<file path="config.mk">
export PLATFORM = sky130hd
export DESIGN_NAME = spi_chan_engine
export DESIGN_NICKNAME = d
export VERILOG_FILES = /design/src/rtl/spi_chan_pkg.sv /design/src/rtl/spi_chan_gate.sv /design/src/rtl/spi_chan_shifter.sv /design/src/rtl/spi_chan_engine.sv
export SDC_FILE = /design/constraint.sdc
export NUM_CORES = 1
export LEC_CHECK = 0
export BUFFER_PORTS_ARGS = -buffer_cell sky130_fd_sc_hd__buf_4
export CAP_MARGIN = 20
export CORE_AREA = 2 2 172 174
export DETAILED_ROUTE_END_ITERATION = 8
export DIE_AREA = 0 0 174 176
export GPL_TIMING_DRIVEN = 0
export PLACE_DENSITY_LB_ADDON = 0.12
export SETUP_SLACK_MARGIN = 0.05
export SYNTH_ARGS = -nofsm -noshare
export SYNTH_HDL_FRONTEND = slang
export SYNTH_SLANG_ARGS = --single-unit
export TNS_END_PERCENT = 100
</file>
<file path="constraint.sdc">
create_clock -name clk -period 2.3 [get_ports clk]
set_input_delay 0.345 -clock clk [delete_from_list [all_inputs] [get_ports clk]]
set_output_delay 0.345 -clock clk [all_outputs]
set_load 0.005 [all_outputs]
</file>
<file path="src/rtl/spi_chan_pkg.sv">
package spi_chan_pkg;

    localparam int CFG_W = 23;

    typedef enum logic [2:0] {
        SEL_CFG  = 3'd0,
        SEL_STAT = 3'd1,
        SEL_CTRL = 3'd2,
        SEL_TXD  = 3'd3,
        SEL_RXD  = 3'd4
    } reg_sel_e;

    typedef enum logic [1:0] {
        MODE_DUPLEX  = 2'd0,
        MODE_RX_ONLY = 2'd1,
        MODE_TX_ONLY = 2'd2,
        MODE_BAD     = 2'd3
    } xfer_mode_e;

    typedef struct packed {
        logic [1:0] spare_hi;   // 22:21
        logic       force_x;    // 20
        logic       turbo;      // 19
        logic [2:0] spare_mid;  // 18:16
        logic       rx_dma_en;  // 15
        logic       tx_dma_en;  // 14
        xfer_mode_e mode;       // 13:12
        logic [4:0] wl_m1;      // 11:7
        logic [6:0] spare_lo;   // 6:0
    } chan_cfg_t;

    typedef struct packed {
        logic eot;
        logic tx_empty;
        logic rx_full;
    } chan_stat_t;

    localparam logic [CFG_W-1:0] CFG_RST = 23'h060000;

    function automatic logic [5:0] word_len(input chan_cfg_t c);
        return {1'b0, c.wl_m1} + 6'd1;
    endfunction

endpackage

</file>
<file path="src/rtl/spi_chan_gate.sv">
module spi_chan_gate
    import spi_chan_pkg::*;
(
    input  logic       en,
    input  logic       rx_full,
    input  logic       tx_empty,
    input  xfer_mode_e mode,
    input  logic       turbo,
    input  logic       tx_dma_en,
    input  logic       rx_dma_en,
    input  logic       evt_q,
    output logic       may_start,
    output logic       tx_dma_req,
    output logic       rx_dma_req,
    output logic       tx_evt,
    output logic       rx_evt
);
    logic tx_side;
    logic rx_side;
    logic rx_block;
    logic tx_block;

    always_comb begin
        tx_side    = (mode != MODE_RX_ONLY);
        rx_side    = (mode != MODE_TX_ONLY);
        rx_block   = rx_full && rx_side && !turbo;
        tx_block   = tx_empty && tx_side;
        may_start  = en && !rx_block && !tx_block;
        tx_dma_req = en && tx_dma_en && tx_empty && tx_side;
        rx_dma_req = en && rx_dma_en && rx_full && rx_side;
        tx_evt     = evt_q && tx_empty && tx_side;
        rx_evt     = evt_q && rx_block;
    end

endmodule

</file>
<file path="src/rtl/spi_chan_shifter.sv">
module spi_chan_shifter #(
    parameter int DATA_W = 32,
    parameter int CNT_W  = $clog2(DATA_W + 1)
) (
    input  logic              clk,
    input  logic              rst,
    input  logic              start,
    input  logic [CNT_W-1:0]  word_len,
    input  logic [DATA_W-1:0] tx_word,
    input  logic              miso,
    output logic              busy,
    output logic              done,
    output logic [DATA_W-1:0] rx_word,
    output logic              sclk,
    output logic              mosi
);
    localparam logic [CNT_W-1:0] FULL = CNT_W'(DATA_W);
    localparam logic [CNT_W-1:0] ONE  = CNT_W'(1);

    logic              busy_q;
    logic              phase_q;
    logic [CNT_W-1:0]  left_q;
    logic [DATA_W-1:0] sh_q;
    logic [DATA_W-1:0] acc_q;

    always_ff @(posedge clk) begin
        if (rst) begin
            busy_q  <= 1'b0;
            phase_q <= 1'b0;
            left_q  <= '0;
            sh_q    <= '0;
            acc_q   <= '0;
        end else if (start) begin
            busy_q  <= 1'b1;
            phase_q <= 1'b0;
            left_q  <= word_len;
            sh_q    <= tx_word << (FULL - word_len);
            acc_q   <= '0;
        end else if (busy_q) begin
            if (!phase_q) begin
                phase_q <= 1'b1;
            end else begin
                phase_q <= 1'b0;
                sh_q    <= sh_q << 1;
                acc_q   <= {acc_q[DATA_W-2:0], miso};
                left_q  <= left_q - ONE;
                if (left_q == ONE) busy_q <= 1'b0;
            end
        end
    end

    assign busy    = busy_q;
    assign done    = busy_q && phase_q && (left_q == ONE);
    assign rx_word = {acc_q[DATA_W-2:0], miso};
    assign sclk    = busy_q && phase_q;
    assign mosi    = busy_q && sh_q[DATA_W-1];

endmodule

</file>
<file path="src/rtl/spi_chan_engine.sv">
module spi_chan_engine
    import spi_chan_pkg::*;
#(
    parameter int DATA_W = 32
) (
    input  logic              clk,
    input  logic              rst,
    input  logic              reg_wr,
    input  logic              reg_rd,
    input  logic [2:0]        reg_sel,
    input  logic [DATA_W-1:0] reg_wdata,
    output logic [DATA_W-1:0] reg_rdata,
    input  logic              single_chan,
    input  logic              miso,
    output logic              sclk,
    output logic              mosi,
    output logic              rx_full,
    output logic              tx_empty,
    output logic              end_of_xfer,
    output logic              tx_dma_req,
    output logic              rx_dma_req,
    output logic              tx_empty_evt,
    output logic              rx_full_evt
);
    localparam int CNT_W = $clog2(DATA_W + 1);

    chan_cfg_t         cfg_q;
    chan_stat_t        stat_q;
    logic              en_q;
    logic [DATA_W-1:0] tx_q;
    logic [DATA_W-1:0] rx_q;
    logic              pend_q;
    logic              evt_q;

    logic wr_cfg, wr_ctrl, wr_tx, rd_rx, trig;
    logic may_start, evaluate, exchange, start_sh, finish_now, complete, blocked;
    logic sh_busy, sh_done;
    logic [DATA_W-1:0] sh_rx;

    always_comb begin
        wr_cfg   = reg_wr && (reg_sel == SEL_CFG);
        wr_ctrl  = reg_wr && (reg_sel == SEL_CTRL);
        wr_tx    = reg_wr && (reg_sel == SEL_TXD);
        rd_rx    = reg_rd && (reg_sel == SEL_RXD);
        trig     = wr_tx || rd_rx || (wr_ctrl && reg_wdata[0] && !en_q);
        evaluate = pend_q && !sh_busy;
        exchange = !single_chan || cfg_q.force_x;
        start_sh   = evaluate && may_start && exchange;
        finish_now = evaluate && may_start && !exchange;
        complete   = sh_done || finish_now;
        blocked    = evaluate && en_q && !may_start;
    end

    spi_chan_gate u_gate (
        .en        (en_q),
        .rx_full   (stat_q.rx_full),
        .tx_empty  (stat_q.tx_empty),
        .mode      (cfg_q.mode),
        .turbo     (cfg_q.turbo),
        .tx_dma_en (cfg_q.tx_dma_en),
        .rx_dma_en (cfg_q.rx_dma_en),
        .evt_q     (evt_q),
        .may_start (may_start),
        .tx_dma_req(tx_dma_req),
        .rx_dma_req(rx_dma_req),
        .tx_evt    (tx_empty_evt),
        .rx_evt    (rx_full_evt)
    );

    spi_chan_shifter #(.DATA_W(DATA_W)) u_shift (
        .clk     (clk),
        .rst     (rst),
        .start   (start_sh),
        .word_len(CNT_W'(word_len(cfg_q))),
        .tx_word (tx_q),
        .miso    (miso),
        .busy    (sh_busy),
        .done    (sh_done),
        .rx_word (sh_rx),
        .sclk    (sclk),
        .mosi    (mosi)
    );

    always_ff @(posedge clk) begin
        if (rst) begin
            cfg_q  <= chan_cfg_t'(CFG_RST);
            stat_q <= '{eot: 1'b0, tx_empty: 1'b1, rx_full: 1'b0};
            en_q   <= 1'b0;
            tx_q   <= '0;
            rx_q   <= '0;
            pend_q <= 1'b0;
            evt_q  <= 1'b0;
        end else begin
            pend_q <= trig || (pend_q && sh_busy);
            evt_q  <= complete || blocked;
            if (wr_cfg)  cfg_q <= chan_cfg_t'(reg_wdata[CFG_W-1:0]);
            if (wr_ctrl) en_q  <= reg_wdata[0];
            if (wr_tx) begin
                tx_q            <= reg_wdata;
                stat_q.tx_empty <= 1'b0;
            end else if (complete) begin
                tx_q            <= '0;
                stat_q.tx_empty <= 1'b1;
            end
            if (complete && (cfg_q.mode != MODE_TX_ONLY)) stat_q.rx_full <= 1'b1;
            else if (rd_rx)                               stat_q.rx_full <= 1'b0;
            if (complete) stat_q.eot <= 1'b1;
            if (sh_done)  rx_q <= sh_rx;
        end
    end

    always_comb begin
        case (reg_sel)
            SEL_CFG:  reg_rdata = DATA_W'(cfg_q);
            SEL_STAT: reg_rdata = DATA_W'(stat_q);
            SEL_CTRL: reg_rdata = DATA_W'(en_q);
            SEL_TXD:  reg_rdata = tx_q;
            SEL_RXD:  reg_rdata = rx_q;
            default:  reg_rdata = '0;
        endcase
    end

    assign rx_full     = stat_q.rx_full;
    assign tx_empty    = stat_q.tx_empty;
    assign end_of_xfer = stat_q.eot;

endmodule

</file>
==> results of run 1 <==
## sequential cells by signal (all words and copies together), names as in the netlist
register and count:
rx_q 32, u_shift.left_q 6, u_shift.acc_q 31, u_shift.sh_q 32, evt_q 1, cfg_q 23, en_q 1, tx_q 32
rx_full 1, u_shift.busy 1, pend_q 1, u_shift.phase_q 1, tx_empty 1, end_of_xfer 1
## power groups by stage
stage                     clock [uW]  combinational [uW]  sequential [uW]
final                           3220                 585             2900
after global routing            3390                 621             2900
after CTS                       3270                 526             2900
after detailed placement           0                 475             2960
after global placement             0                 478             2960
after floorplan                    0                 282             2940
## what timing repair did
item                       CTS  global route
cloned                       2             2
setup endpoints to repair  140            98
buffers inserted            14            11
pin swaps                   24            21
gates resized for setup    144            95
## cell usage in the layout (no fill, tap or decap), types with 16 or more instances in the layout
| cell | Yosys | routed |
|---|---|---|
| buf_4 | 6 | 101 |
| mux2i_1 | 38 | 30 |
| a21oi_1 | 147 | 144 |
| a22oi_1 | 25 | 23 |
| buf_6 | 2 | 16 |
| dfxtp_1 | 164 | 157 |
| o21ai_0 | 54 | 36 |
| clkbuf_1 | 68 | 45 |
| nand3_1 | 49 | 45 |
| nand2_1 | 283 | 278 |
| clkbuf_16 | 0 | 19 |
| mux2_2 | 30 | 22 |
| nor2_1 | 53 | 50 |
## path summary, 6_finish.rpt
check	startpoint	end	slack (ns)
worst max-delay path	cfg_q[9]	reg_rdata[9]	-0.19
worst min-delay path	reg_wdata[8]	cfg_q[8]	0.14
worst max register to register	cfg_q[8]	u_shift.sh_q[28]	-0.19
worst min register to register	rx_q[13]	rx_q[13]	0.46
## tightest hold or removal path, delay by kind of cell
kind,cells,cell delay (ns)
buf+inv,1,0.11
compound gates,1,0.06
simple gates,1,0.05
## area by class of cell
class,count,area (um2),share of cell area
well taps,384,480,0.0402
multi-input cells,899,5900,0.494
inverters,10,38.8,0.00325
flip-flops and latches,164,3300,0.276
clock buffers,20,457,0.0382
clock inverters,12,191,0.0160
repair buffers,106,878,0.0735
plain buffers,101,702,0.0587
## routing by layer
layer / track usage / routed length, um / vias up
met5: 0 / 0 / -
met2: 0.400 / 17300 / 260
met1: 0.313 / 16600 / 4489
met4: 0.0858 / 977 / 0
li1: - / - / 4433
met3: 0.0416 / 1660 / 60
## cells by family (layout without fill, tap and decap cells)
| family | after synthesis | after routing | share of synthesized area |
|---|---|---|---|
| compound gates | 347 | 347 | 0.238 |
| fa+ha+maj | 3 | 3 | 0.00412 |
| simple gates | 458 | 458 | 0.220 |
| flops | 164 | 164 | 0.360 |
| mux | 83 | 83 | 0.116 |
| xor+xnor | 8 | 8 | 0.00768 |
| buf+inv | 115 | 249 | 0.0539 |
## metrics by stage
step	std cells	TNS, ns	utilization	setup slack [ns]	hold WS [ns]
4_1_cts	1684	-1.98	0.403	-0.173	0.118
5_1_grt	1696	-3.82	0.419	-0.238	0.123
3_5_place_dp	1639	-41.57	0.358	-0.734	0.449
2_1_floorplan	1178	-0.0167	-	-0.0167	0.432
3_3_place_gp	1639	-43.21	0.358	-0.714	0.442
6_report	1696	-1.75	0.419	-0.193	0.138
==> flow_summary_export.csv, run 1 <==
group,metric,value,unit
layout,design_area,0.0119,mm2
worst_setup_path,critical-path-top-delay-family,"buffers and inverters",
global_routing,grt_usage,0.240,
power_and_ir_drop,powerDensity,561,mW/mm2
worst_setup_path,cp_cell_sequence,"buf_6, buf_4, buf_4, buf_6, a22oi_1, o21ai_2, buf_4",
place,portBuffers,77,
layout,syn_to_final_growth,31.0,%
global_routing,grt_pass1_wl,55800,um
synth,syn_area_per_cell,7.74,um2
worst_setup_path,cp-start-kind,"flop",
global_routing,grt_pass1_vias,9176,
clock_network,cts.reportedPaths.clkPinSlew,0.08,ns
sta,period_share,1.08,
place,hpwlAfterDp,27300,um
clock_network,cts_buffers,17,
place,place_congestion,0.920,
synth,async_flop_share,0,
clock_network,cts_sinks,164,
worst_setup_path,rr_worst_depth,9,
floorplanning,ios,82,
clock_network,clock_path_buffers,2,
synth,synth_area,0.00912,mm2
floorplanning,initial_core_util,0.320,
power_and_ir_drop,pwr-share-clk,0.481,
power_and_ir_drop,comb_power_share,0.087,
place,placed_area,0.0102,mm2
floorplanning,die_width,174,um
run,drv_cap,0,
worst_setup_path,critPathSlowestCell,"dfxtp_2",
synth,ys_seq_area_frac,0.360,
worst_setup_path,path_buf_inv,5,
sta,hold_viol,0,
worst_setup_path,required,1.96,ns
sta,drv_slew,0,
route,wirelength,36600,um
floorplanning,dieArea,0.0306,mm2
worst_setup_path,cp.depth,7,
sta,worstMarginPinSlew,0.959,ns
sta,rsz0062_at_grt,"yes",
global_routing,grt-ovfl-total,0,
clock_network,hold_buffers,0,
layout,drive_gt1_frac,0.255,
route,first_pass_iters,5,
sta,fin_ws,-0.193,ns
worst_setup_path,arrival,2.15,ns
sta,maxSlewHeadroom,0.361,
sta,clock.fmax,401,MHz
synth,ys_ff_latch,164,
route,viasPerCell,5.45,
power_and_ir_drop,total_power,6710,uW
worst_setup_path,cpMostUsedCell,"buf_4",
floorplanning,core_area,0.0285,mm2
floorplanning,rows,62,
synth,ys.warnings.count,0,
synth,syn_nets,1222,
worst_setup_path,cpPeakStageDelay,0.44,ns
power_and_ir_drop,seq_power_share,0.432,
layout,nNetsFinal,1343,
power_and_ir_drop,p_sw_frac,0.255,
power_and_ir_drop,vdd_drop_max,0.507,mV
synth,postSynthCellCount,1178,
route,drtIter0Drc,697,
power_and_ir_drop,cellInternalPower,5000,uW
hold_path,min_path_type,"input port to flop",
worst_setup_path,worstSetupPathType,"flop to primary output",
global_routing,antenna_found_initial,0,
sta,period_minus_slack,2.49,ns
hold_path,hold_depth,3,
layout,fill_cells,3024,
floorplanning,fp.dieH,176,um
synth,yosys.area.top_type,"dfxtp_1",
route,vias,9242,
synth,synth_top_cell_area_share,0.360,
synth,synth_cell_type_count,64,
power_and_ir_drop,leakage,0.00413,uW
worst_setup_path,end_kind,"primary output",
worst_setup_path,path_max_fanout,10,
synth,ys_top_cells_by_area,"dfxtp_1 (36%), nand2_1 (12%), a21oi_1 (8.1%), mux2i_1 (4.2%), mux2_2 (3.7%)",
synth,synth_common_cells,"nand2_1 (283), dfxtp_1 (164), a21oi_1 (147)",
global_routing,grt_max_degree,17,
outcome,violations,"setup timing",
synth,synth_enable_flop_cells,0,
layout,diodes,0,
synth,synth.most_common_cell,"nand2_1",
sta,finalSetupViolations,20,
clock_network,htreeDepth,4,
route,avgRoutedWirePerCell,21.6,um
outcome,outcome,"finished with violations",
clock_network,root_buffer,"clkbuf_16",
route,drc,0,
clock_network,insertion_delay,0.46,ns
sta,finalClockSkew,0.0185,ns
route,antenna_left,0,
clock_network,cts_tree,"done",
power_and_ir_drop,power.net_switching,1710,uW
synth,synthFlopType,"dfxtp_1",
Power figures use the tool's default switching activity.
==> run 2, diff against run 1 <==
Settings changed: CORE_AREA 2 2 172 174 to 2 2 171 173, DIE_AREA 0 0 174 176 to 0 0 173 175, SYNTH_HIERARCHICAL from default to 1.
==> flow_summary_export.csv, run 2 <==
group,metric,value,unit
layout,syn_to_final_growth,31.5,%
clock_network,clock_path_buffers,2,
floorplanning,rows,62,
hold_path,min_path_type,"input port to flop",
layout,top_regs,"rx_q (32), tx_q (32), u_shift/sh_q (32)",
global_routing,grt-ovfl-total,0,
layout,drive_gt1_frac,0.322,
worst_setup_path,cp_cell_sequence,"ha_4, inv_4, ha_4, buf_4, buf_12, mux4_2, mux2_4, o211ai_1, a311oi_1",
power_and_ir_drop,leakage,0.00439,uW
power_and_ir_drop,total_power,6330,uW
layout,fin_util,0.414,
worst_setup_path,cp.depth,9,
clock_network,cts_sinks,164,
clock_network,hold_buffers,0,
place,portBuffers,81,
synth,synth_compound_area_frac,0.187,
floorplanning,fp.dieH,175,um
layout,layout_common_cells,"dfxtp_1 (154), nand2_1 (146), buf_4 (139), nor2_1 (91), a21oi_1 (59)",
synth,synth_area,0.00895,mm2
route,drtIter0Drc,597,
route,viasPerCell,5.31,
worst_setup_path,cp-start-kind,"flop",
clock_network,insertion_delay,0.44,ns
synth,synth_top_family_by_area,"compound AO/OA/AOI/OAI gates",
route,first_pass_iters,5,
worst_setup_path,arrival,2.91,ns
synth,ys_ff_latch,164,
clock_network,cts_tree,"done",
synth,synth_common_cells,"dfxtp_1 (164), nand2_1 (159), nor2_1 (95)",
global_routing,grt_usage,0.212,
clock_network,root_buffer,"clkbuf_16",
worst_setup_path,end_kind,"flop",
sta,fin_tns_setup,-5.02,ns
floorplanning,initial_core_util,0.315,
synth,ys_seq_area_frac,0.367,
global_routing,grt_pass1_vias,8305,
floorplanning,die_width,173,um
global_routing,grt_max_degree,17,
layout,diodes,0,
power_and_ir_drop,vdd_drop_max,0.426,mV
sta,clock.fmax,382,MHz
route,drc,0,
clock_network,cts_buffers,17,
power_and_ir_drop,powerDensity,538,mW/mm2
sta,fin_ws,-0.320,ns
floorplanning,core_area,0.0284,mm2
sta,period_share,1.14,
synth,synth_fa_ha_area_frac,0.00559,
sta,drv_slew,0,
floorplanning,ios,82,
sta,whs,0.145,ns
synth,ys_top_cells_by_area,"dfxtp_1 (37%), nand2_1 (6.7%), mux4_2 (6.0%), mux4_1 (5.6%), mux2i_1 (4.6%)",
sta,finalClockSkew,0.0134,ns
synth,synth_xor_xnor_area_share,0.0108,
synth,syn_area_per_cell,8.78,um2
synth,syn_nets,1064,
worst_setup_path,cpMostUsedCell,"ha_4",
worst_setup_path,cpPeakStageDelay,0.39,ns
synth,synth.most_common_cell,"dfxtp_1",
worst_setup_path,worstSetupPathType,"flop to flop",
worst_setup_path,path_max_fanout,10,
clock_network,cts.reportedPaths.clkPinSlew,0.08,ns
layout,design_area,0.0118,mm2
worst_setup_path,required,2.59,ns
worst_setup_path,r2r_start,"cfg_q[7]",
synth,synth_simple_gate_area_frac,0.182,
worst_setup_path,crit_start,"cfg_q[7]",
synth,ys.warnings.count,6,
sta,worstMarginPinSlew,0.758,ns
layout,nNetsFinal,1230,
outcome,violations,"setup timing",
sta,finalSetupViolations,29,
synth,synth_cell_type_count,72,
clock_network,htreeDepth,4,
sta,hold_viol,0,
synth,synthFlopType,"dfxtp_1",
sta,rsz0062_at_grt,"yes",
synth,synthMuxAreaShare,0.176,
worst_setup_path,critical-path-top-delay-family,"adder cells",
worst_setup_path,critPathSlowestCell,"dfxtp_4",
floorplanning,dieArea,0.0303,mm2
worst_setup_path,rrSetupSlack,-0.32,ns
global_routing,grt_pass1_wl,49300,um
place,hpwlAfterDp,23700,um
hold_path,hold_depth,3,
sta,maxSlewHeadroom,0.494,
route,avgRoutedWirePerCell,20.4,um
place,placed_area,0.0101,mm2
route,vias,8403,
hold_path,hold_start,"reg_wdata[8]",
sta,period_minus_slack,2.62,ns
synth,yosys.area.top_type,"dfxtp_1",
outcome,outcome,"finished with violations",
place,place_congestion,0.891,
route,wirelength,32200,um
synth,postSynthCellCount,1019,
run,drv_cap,0,
synth,async_flop_share,0,
layout,final_common_cell,"dfxtp_1",
synth,synth_enable_flop_cells,0,
worst_setup_path,rr_worst_depth,9,
route,antenna_left,0,
worst_setup_path,path_buf_inv,3,
synth,synth_top_cell_area_share,0.367,
global_routing,antenna_found_initial,0,
-- run 2: cell count changes after synthesis, sizes merged, moves of 21 or more --
cell / previous run / this run
nand2: 283 / 160
a21oi: 147 / 61
nor2: 53 / 96
inv: 8 / 45
o32ai: 0 / 32
mux4: 15 / 43
clkbuf: 68 / 45
mux2: 30 / 9
-- run 2: area by class of cell --
cell class,count,area (um2)
multi-input cells,714,5360
flip-flops and latches,164,3300
inverters,46,199
repair buffers,154,1260
well taps,384,480
fillers,2960,16600
plain buffers,88,587
clock inverters,14,143
clock buffers,18,439
-- run 2: power by group --
part	switching [uW]	total, uW	internal [uW]	leakage [uW]
clock	1320	2870	1550	0.000285
combinational	314	568	254	0.00277
sequential	34.7	2890	2860	0.00133
-- run 2: cells by family after synthesis --
group,after synthesis
and+or+nand+nor,360
AOI/OAI and AO/OA,245
DFF,164
buffers and inverters,141
muxes,94
xor gates and xnor gates,11
adders and majority gates,4
-- run 2: stage by stage --
stage | cells | setup slack [ns]
final | 1582 | -0.320
after global routing | 1582 | -0.403
after CTS | 1554 | -0.327
after detailed placement | 1484 | -0.842
after global placement | 1484 | -0.812
after floorplan | 1019 | -0.202
-- run 2: layer usage --
layer / GRT usage / share of wire / vias up
met4: 0.0833 / 0.032 / 0
met1: 0.288 / 0.46 / 4079
met3: 0.0396 / 0.052 / 48
met2: 0.332 / 0.46 / 280
li1: - / - / 3996
met5: 0 / 0 / -
-- run 2: what timing repair did --
| item | in CTS | in global routing |
|---|---|---|
| resized for setup | 106 | 69 |
| setup buffers | 41 | 28 |
| hold endpoints to repair | 0 | 0 |
| pin swaps | 32 | 33 |
| cloned | 2 | 2 |
| setup endpoints to repair | 130 | 45 |
-- run 2: worst paths after layout --
check                      to
max          u_shift/sh_q[22]
min                  cfg_q[8]
max reg2reg  u_shift/sh_q[22]
min reg2reg          cfg_q[0]
-- run 2: worst reg2reg max path: stages, from the launching register on --
cell	delay (ns)
dfxtp_4	0.39
ha_4	0.32
inv_4	0.04
ha_4	0.34
buf_4	0.15
buf_12	0.13
mux4_2	0.33
mux2_4	0.31
o211ai_1	0.32
a311oi_1	0.15
